File: config.mk
export PLATFORM = sky130hd
export DESIGN_NAME = mirror_filter
export DESIGN_NICKNAME = d
export VERILOG_FILES = /design/src/rtl/mirror_filter_pkg.sv /design/src/rtl/frame_screen.sv /design/src/rtl/mirror_select.sv /design/src/rtl/mirror_filter.sv
export SDC_FILE = /design/constraint.sdc
export NUM_CORES = 1
export LEC_CHECK = 0
export BUFFER_PORTS_ARGS = -buffer_cell sky130_fd_sc_hd__buf_2
export CORE_MARGIN = 2
export CORE_UTILIZATION = 32
export DETAILED_ROUTE_END_ITERATION = 16
export GPL_ROUTABILITY_DRIVEN = 0
export PLACE_DENSITY = 0.72
export REMOVE_ABC_BUFFERS = 1
export SKIP_CTS_REPAIR_TIMING = 1
export SLEW_MARGIN = 20
export SYNTH_ARGS = -nofsm -noshare
export SYNTH_HDL_FRONTEND = slang
export SYNTH_SLANG_ARGS = --single-unit
File: constraint.sdc
create_clock -name clk -period 1.1 [get_ports clk]
set_input_delay 0.11 -clock clk [delete_from_list [all_inputs] [get_ports clk]]
set_output_delay 0.11 -clock clk [all_outputs]
set_load 0.02 [all_outputs]
File: src/rtl/mirror_filter_pkg.sv
package mirror_filter_pkg;

   // Outcome of the frame screening stage
   typedef struct packed {
      logic crc_bad;
      logic runt;
   } screen_flags_t;

   function automatic logic flags_damaged(input screen_flags_t f);
      return f.crc_bad | f.runt;
   endfunction

endpackage

File: src/rtl/frame_screen.sv
module frame_screen
   import mirror_filter_pkg::*;
#(
   parameter int LEN_W   = 14,
   parameter int MIN_LEN = 64
) (
   input  logic             crc_err,
   input  logic [LEN_W-1:0] frame_len,
   output screen_flags_t    flags,
   output logic             damaged
);

   if (LEN_W < 1) begin : g_chk_len_w
      $error("frame_screen: LEN_W must be at least 1");
   end
   if (MIN_LEN < 0 || MIN_LEN >= (1 << LEN_W)) begin : g_chk_min
      $error("frame_screen: MIN_LEN must fit in LEN_W bits");
   end

   logic runt_w;

   // Variant choice: length screening drops out entirely when MIN_LEN is zero
   if (MIN_LEN == 0) begin : g_no_len_check
      assign runt_w = 1'b0;
   end else begin : g_len_check
      localparam logic [LEN_W-1:0] MinLenV = LEN_W'(MIN_LEN);
      assign runt_w = (frame_len < MinLenV);
   end

   always_comb begin
      flags.crc_bad = crc_err;
      flags.runt    = runt_w;
      damaged       = flags_damaged(flags);
   end

   // a CRC failure always marks the frame damaged
   always_comb begin
      a_r5_crc_marks_damaged: assert (!crc_err || damaged);
   end

endmodule

File: src/rtl/mirror_select.sv
module mirror_select #(
   parameter int NUM_PORTS = 8,
   localparam int PORT_W   = (NUM_PORTS > 1) ? $clog2(NUM_PORTS) : 1
) (
   input  logic                 cfg_mirror_en,
   input  logic                 cfg_bad_mirror,
   input  logic [PORT_W-1:0]    cfg_src_port,
   input  logic [PORT_W-1:0]    cfg_mon_port,
   input  logic [PORT_W-1:0]    ing_port,
   input  logic                 damaged,
   output logic [NUM_PORTS-1:0] mon_vec
);

   logic pair_ok;
   logic from_src;
   logic take;

   // A monitor index beyond the port count disables mirroring
   assign pair_ok  = cfg_mirror_en
                   && (cfg_src_port != cfg_mon_port)
                   && (int'(cfg_mon_port) < NUM_PORTS);
   assign from_src = (ing_port == cfg_src_port) && (ing_port != cfg_mon_port);
   assign take     = pair_ok && from_src && (!damaged || cfg_bad_mirror);

   // One comparator per port decodes the monitor index
   for (genvar p = 0; p < NUM_PORTS; p++) begin : g_mon_dec
      assign mon_vec[p] = take && (cfg_mon_port == PORT_W'(p));
   end

   // at most one copy target is produced
   // the ingress port never receives its own copy
   always_comb begin
      a_r4_single_monitor: assert ($onehot0(mon_vec));
      a_r8_no_self_copy:   assert (!(|mon_vec) || (ing_port != cfg_mon_port));
   end

endmodule

File: src/rtl/mirror_filter.sv
module mirror_filter
   import mirror_filter_pkg::*;
#(
   parameter int NUM_PORTS = 8,
   parameter int LEN_W     = 14,
   parameter int MIN_LEN   = 64,
   localparam int PORT_W   = (NUM_PORTS > 1) ? $clog2(NUM_PORTS) : 1
) (
   input  logic                 clk,
   input  logic                 rst_n,
   input  logic                 cfg_mirror_en,
   input  logic                 cfg_bad_mirror,
   input  logic [PORT_W-1:0]    cfg_src_port,
   input  logic [PORT_W-1:0]    cfg_mon_port,
   input  logic                 in_valid,
   input  logic [PORT_W-1:0]    in_src_port,
   input  logic [NUM_PORTS-1:0] in_dest_mask,
   input  logic                 in_crc_err,
   input  logic [LEN_W-1:0]     in_frame_len,
   output logic                 out_valid,
   output logic [NUM_PORTS-1:0] out_mask,
   output logic                 out_drop
);

   if (NUM_PORTS < 2) begin : g_chk_ports
      $error("mirror_filter: NUM_PORTS must be at least 2");
   end

   localparam logic [LEN_W-1:0] MinLenV = LEN_W'(MIN_LEN);

   screen_flags_t         flags;
   logic                  damaged;
   logic [NUM_PORTS-1:0]  mon_vec;
   logic [NUM_PORTS-1:0]  fwd_mask;
   logic [NUM_PORTS-1:0]  nxt_mask;

   frame_screen #(
      .LEN_W   (LEN_W),
      .MIN_LEN (MIN_LEN)
   ) u_screen (
      .crc_err   (in_crc_err),
      .frame_len (in_frame_len),
      .flags     (flags),
      .damaged   (damaged)
   );

   mirror_select #(
      .NUM_PORTS (NUM_PORTS)
   ) u_select (
      .cfg_mirror_en  (cfg_mirror_en),
      .cfg_bad_mirror (cfg_bad_mirror),
      .cfg_src_port   (cfg_src_port),
      .cfg_mon_port   (cfg_mon_port),
      .ing_port       (in_src_port),
      .damaged        (damaged),
      .mon_vec        (mon_vec)
   );

   // A damaged frame never reaches its lookup destinations
   assign fwd_mask = damaged ? '0 : in_dest_mask;
   assign nxt_mask = fwd_mask | mon_vec;

   always_ff @(posedge clk) begin
      if (!rst_n) begin
         out_valid <= 1'b0;
         out_mask  <= '0;
         out_drop  <= 1'b0;
      end else if (in_valid) begin
         out_valid <= 1'b1;
         out_mask  <= nxt_mask;
         out_drop  <= ~|nxt_mask;
      end else begin
         out_valid <= 1'b0;
         out_mask  <= '0;
         out_drop  <= 1'b0;
      end
   end

   // one result per strobe, one cycle later
   a_r2_result_follows: assert property (@(posedge clk) disable iff (!rst_n)
      in_valid |=> out_valid);
   a_r2_no_spurious: assert property (@(posedge clk) disable iff (!rst_n)
      !in_valid |=> !out_valid);

   // a CRC failure in normal mode yields an empty mask
   a_r5_crc_screened: assert property (@(posedge clk) disable iff (!rst_n)
      (in_valid && in_crc_err && !cfg_bad_mirror) |=> (out_mask == '0));

   // with mirroring off, a good frame keeps its lookup mask
   a_r8_disabled_passthru: assert property (@(posedge clk) disable iff (!rst_n)
      (in_valid && !cfg_mirror_en && !in_crc_err && (in_frame_len >= MinLenV))
      |=> (out_mask == $past(in_dest_mask)));

   // debug mode sends a damaged source frame to the monitor only
   a_r7_bad_to_monitor_only: assert property (@(posedge clk) disable iff (!rst_n)
      (in_valid && cfg_mirror_en && cfg_bad_mirror && in_crc_err
       && (in_src_port == cfg_src_port) && (cfg_src_port != cfg_mon_port))
      |=> (out_mask == (NUM_PORTS'(1) << $past(cfg_mon_port))));

   // drop flag matches an empty result
   a_r9_drop_when_empty: assert property (@(posedge clk) disable iff (!rst_n)
      out_valid |-> (out_drop == (out_mask == '0)));

   // idle outputs are quiet
   a_r10_idle_quiet: assert property (@(posedge clk) disable iff (!rst_n)
      !out_valid |-> ((out_mask == '0) && !out_drop));

endmodule

# Word level (Yosys, flattened, before mapping)

Cells that the tools add are included.

Order comparisons: 1
Eq/ne operators: 10
Muxes and demuxes: 2
Bitwise operators: 2
Reduce and logical (&&, ||, !) cells: 18

Operators by type and width:

| kind                | count |
|---|---|
| $lt 14x7->1 const B | 1 |
| $eq 3x3->1 const B  | 4 |
| $logic_and 1x1->1   | 12 |
| $mux 8              | 1 |
| $or 8x8->8          | 1 |
| $reduce_or 8->1     | 1 |
| $eq 3x2->1 const B  | 2 |
| $ne 3x3->1          | 2 |
| $eq 3x1->1 const B  | 1 |
| $eq 3x3->1          | 1 |
| $logic_not 3->1     | 1 |
| $logic_not 1->1     | 2 |
| $reduce_and 2->1    | 1 |
| $logic_or 1x1->1    | 1 |
| $mux 1              | 1 |
| $or 1x1->1          | 1 |

Register bits: 10
Bits of input ports: 37
Output and inout bits: 10
Logic and storage cells: 36

# Depth between registers and ports, before layout

Depth after elaboration: 9
Depth in mapped cells: 5
Gate-level depth less buffers: 4

# Cells and area by module

From an unflattened synthesis, not the netlist that was laid out.

Cell total of the unflattened synthesis: 73
Area, all modules: 629.4 um2

By module, submodules not included:

| module        | times used | cells each | area each (um2) | seq. area each (um2) |
|---|---|---|---|---|
| mirror_filter | 1          | 37         | 334.1           | 200.2 |
| mirror_select | 1          | 30         | 254.0           | 0.0 |
| frame_screen  | 1          | 6          | 41.3            | 0.0 |

# Least setup slack after synthesis

OpenSTA, ideal clock, no wires.

Path type: input-to-reg
Start point: input cfg_mon_port[2]
End point: register out_drop
Library setup time: 0.120 ns
Arrival: 0.975 ns
Required time: 0.980 ns
Slack: 0.005 ns
Cell stages on the path: 5
Path buffers: 1
Cell sequence: clkbuf_2 -> xnor2_1 -> a311oi_1 -> a31oi_1 -> o31a_1

Longest elaborated chain between the ends: 8
Elaborated cells on any way between the ends: 25
Those cells by class: eq/ne (9); bitwise (1); reduce/logical (15)

Ends and longest elaborated chain:

| what                                        | line                                     | text |
|---|---|---|
| start, declared                             | mirror_filter.sv:14                      | `input logic [PORT_W-1:0] cfg_mon_port,` |
| $ne 3x3->1, on equally long branches        | mirror_select.sv:20, mirror_select.sv:22 |  |
| $logic_and 1x1->1, on equally long branches | mirror_select.sv:20, mirror_select.sv:22 |  |
| $logic_and 1x1->1 (2 in series)             | mirror_select.sv:23                      | `assign take = pair_ok && from_src && (!damaged \|\| cfg_bad_mirror);` |
| $logic_and 1x1->1                           | mirror_select.sv:27                      | `assign mon_vec[p] = take && (cfg_mon_port == PORT_W'(p));` |
| $or 8x8->8 (*)                              | mirror_filter.sv:61                      | `assign nxt_mask = fwd_mask \| mon_vec;` |
| $reduce_or 8->1 (*)                         | mirror_filter.sv:71                      | `out_drop <= ~\|nxt_mask;` |
| $logic_not 1->1 (*)                         | mirror_filter.sv:71                      |  |
| end signal, assigned                        | mirror_filter.sv:71                      |  |
| end, declared                               | mirror_filter.sv:22                      | `output logic out_drop` |

Every way passes the cells marked *; elsewhere a longest branch is shown, timed or not.
A chain may end at the register's enable or synchronous reset.

# Worst setup path in the final report

Start point: input in_frame_len[8]
End point: register out_mask[4]

Longest elaborated chain between the ends: 7
Elaborated cells on any way between the ends: 8
Those cells by class: order compare (1); mux (1); bitwise (2); reduce/logical (4)

Ends and longest elaborated chain:

| what                 | line                    | text |
|---|---|---|
| start, declared      | mirror_filter.sv:19     | `input logic [LEN_W-1:0] in_frame_len,` |
| $lt 14x7->1 (*)      | frame_screen.sv:27      | `assign runt_w = (frame_len < MinLenV);` |
| $or 1x1->1 (*)       | mirror_filter_pkg.sv:10 | `return f.crc_bad \| f.runt;` |
| $logic_not 1->1      | mirror_select.sv:23     |  |
| $logic_or 1x1->1     | mirror_select.sv:23     |  |
| $logic_and 1x1->1    | mirror_select.sv:23     |  |
| $logic_and 1x1->1    | mirror_select.sv:27     |  |
| $or 8x8->8 (*)       | mirror_filter.sv:61     |  |
| end signal, assigned | mirror_filter.sv:70     | `out_mask <= nxt_mask;` |
| end, declared        | mirror_filter.sv:21     | `output logic [NUM_PORTS-1:0] out_mask,` |

Marks and branches as above.

==> metrics.md <==
| Metric | Value |
|---|---|
| Count of maximum capacitance violations | 0 |
| Quantity of I/O buffers inserted on ports | 40 |
| First-pass DRT Iterations | 2 |
| Relative slew margins | 65.1% |
| Setup TNS after final layout | 0 ps |
| Clk network pwr share | 36.9% |
| Data required time at the worst endpoint | 1310 ps |
| Residual DRC | 0 |
| Cell types with the largest area share after synthesis | dfxtp_1, nand2_1, xor2_1, a21oi_1, nor4_2 |
| Antenna Diode Count | 0 |
| Run status | completed |
| Critical path cell sequence | buf_2 > nor4_2 > buf_4 > a211oi_2 > nand2_1 > a21oi_1 |
| CTS Root Buffer Type | clkbuf_4 |
| Total number of clock tree sinks | 10 |
| Final WL | 1460 um |
| Sequential share of the synthesized area | 36.9% |
| I/O Pins | 47 |
| Standby leakage power | 0.390 nW |
| Data arrival time of the critical path | 1120 ps |
| Layout cells sized above 1 | 48.3% |
| Worst setup path end | out_mask[4] |
| Kind of launch point of the worst setup path | primary input |
| Slowest stage delay, CP | 480 ps |
| CTS tree | built |
| Clock buffers created by TritonCTS | 3 |
| Routed length per instance | 11.0 um |
| Overall die area | 2040 sq um |
| Internal power component | 0.000665 W |
| Count of state elements after synthesis | 10 |
| Total via count after detailed routing | 652 |
| Pre-CTS setup slack | -124 ps |
| PnR worst setup slack | 188 ps |
| Unrepaired setup endpoints after global routing | false |
| Vias in the first global route | 586 |
| Post-Route Hold Slack | 68.3 ps |
| Synth warnings | 0 |
| Post-synthesis cell type count | 25 |
| Clk slew on worst S/H paths | 70 ps |
| Largest net degree at the start of global routing | 9 |
| Post-route minimum period | 912 ps |
| Residual antenna-violating net count after detailed routing | 0 |
| Relative area change from synthesis to final layout | 54.6% |
| Power density over cell area | 1080 nW/um^2 |
| Net switching fraction of the power | 26.9% |
| Fraction of power consumed by sequential logic | 41.2% |
| GRT overflow | 0 |
| Final-layout fill cell count | 159 |
| Period utilization | 83.0% |
| Initial Util | 35.2% |
| Fraction of post-synthesis cell area in the top cell type by area | 36.9% |
| Slowest library cell on the worst path | a211oi_2 |
| Maximum clock frequency | 1100 MHz |
| Horizontal die dimension | 45.2 um |
| Die height | 45.2 um |
| CTS HTree Levels | 1 |
| Design Power | 0.000910 W |
| Cell type with the highest aggregate area in the netlist | dfxtp_1 |
| Area of the core region | 1540 sq um |
| Initial antenna violation count | 0 |
| Placed cells | 128 |
| Highest net fanout along the worst path | 8 |
| Iteration-0 DRC Markers | 6 |
| Category of the critical setup timing path | in -> reg |
| Post-synthesis cell area | 543 sq um |
| Critical path capture point type | flip-flop |
| Number of hold-slack violations in the final timing report | 0 |
| Vias per cell | 4.94 |
| # nets final | 154 |
| Final standard cell count with taps included and fillers excluded | 132 |
| Combinational share of power | 21.9% |
| Peak supply drop | 0.356 mV |
| Number of placement rows | 14 |
| Total net switching power | 0.000245 W |
| Worst min path class | in -> reg |
| Number of standard cells after synthesis | 67 |
| Number of pins with negative max-slew slack in the final report | 0 |
| Synthesized area divided by synthesized cell count | 8.10 sq um |
| Global router's overall resource usage | 15.8% |
| Slew at the pin with the worst max-slew slack | 523 ps |
| Global-route wire length before repair | 2330 um |
| Number of endpoints failing setup at the final stage | 0 |
| Source of the critical timing path | in_frame_len[8] |
| Placed wire-length estimate | 1270 um |
| Largest buffer count on any clock path | 2 |
[metal layers]
layer / wire (um) / vias up / track usage [%]
met1: 567 / 272 / 17.4
met2: 709 / 30 / 26.0
met3: 139 / 5 / 4.80
met4: 40 / 0 / 10.6
li1: - / 345 / -
met5: 0 / - / 0
[power groups by stage]
| stage | registers, W | logic, W | clock network (W) |
|---|---|---|---|
| floorplan | 0.000399 | 0.0000721 | 0 |
| global placement | 0.000383 | 0.000195 | 0 |
| detailed placement | 0.000384 | 0.000200 | 0 |
| CTS | 0.000375 | 0.000200 | 0.000337 |
| global route | 0.000376 | 0.000220 | 0.000356 |
| finish | 0.000375 | 0.000199 | 0.000336 |
[cell usage after synthesis, drive strengths merged]
| cell type | instances |
|---|---|
| o31a | 1 |
| nor4 | 4 |
| nand2 | 14 |
| a211oi | 1 |
| dfxtp | 10 |
| nor4b | 1 |
| o2111ai | 1 |
| nand3b | 1 |
| nand3 | 3 |
| nor3 | 2 |
| nand4 | 3 |
| a21oi | 5 |
| clkbuf | 1 |
| nor2 | 5 |
| xnor2 | 2 |
| a32oi | 1 |
| o21ai | 3 |
| and2 | 1 |
| a31oi | 1 |
| xor2 | 3 |
| a311oi | 1 |
| o31ai | 1 |
| inv | 2 |
[critical path: cells and delay by family]
kind / cells / cell delay (ps)
buf+inv: 2 / 210
compound gates: 2 / 630
simple gates: 2 / 170
[worst min path at each step]
stage | startpoint | slack [ps] | cells after the start | end
2_1_floorplan | cfg_mon_port[2] | 210 | 1 | out_mask[3]
3_3_place_gp | in_dest_mask[1] | 340 | 3 | out_mask[1]
3_5_place_dp | in_dest_mask[1] | 340 | 3 | out_mask[1]
4_1_cts | in_dest_mask[1] | 60 | 3 | out_mask[1]
5_1_grt | in_dest_mask[1] | 70 | 3 | out_mask[1]
6_report | in_dest_mask[1] | 70 | 3 | out_mask[1]
[logic make-up after synthesis]
kind of cell    Yosys count  share of synthesized area [%]
simple gates             34                           32.9
xor+xnor                  5                           8.07
buf+inv                   3                           2.30
flops                    10                           36.9
compound gates           15                           19.8
[registers in the layout, summed over array words and instances, names as in the netlist]
register   flops
out_valid      1
out_drop       1
out_mask       8
[layout by cell type, fill, tap and decap left out, drive strengths merged]
cell	Yosys	final
inv	2	2
a211oi	1	1
clkbuf	1	4
a21oi	5	5
a311oi	1	1
nand3	3	3
buf	0	46
xor2	3	3
nor3	2	2
o31ai	1	1
o31a	1	1
nand3b	1	1
a32oi	1	1
o21ai	3	3
nand4	3	3
nor4	4	4
dfxtp	10	10
o2111ai	1	1
nor4b	1	1
nand2	14	14
nor2	5	5
a31oi	1	1
and2	1	1
xnor2	2	2
[layout make-up]
type / instances / area [sq um] / area share (%)
Tap cell: 16 / 20.0 / 2.38
Inverter: 2 / 7.51 / 0.894
Sequential cell: 10 / 200 / 23.8
Clock buffer: 4 / 36.3 / 4.32
Timing Repair Buffer: 46 / 245 / 29.2
Multi-Input combinational cell: 54 / 330 / 39.3
[metrics by stage]
stage                     util (%)  area (sq um)
after floorplan                  -           538
after global placement        52.1           803
after detailed placement      52.1           803
after CTS                     54.5           840
after global routing          54.5           840
final                         54.5           840
(Power assumes the default switching activity.)
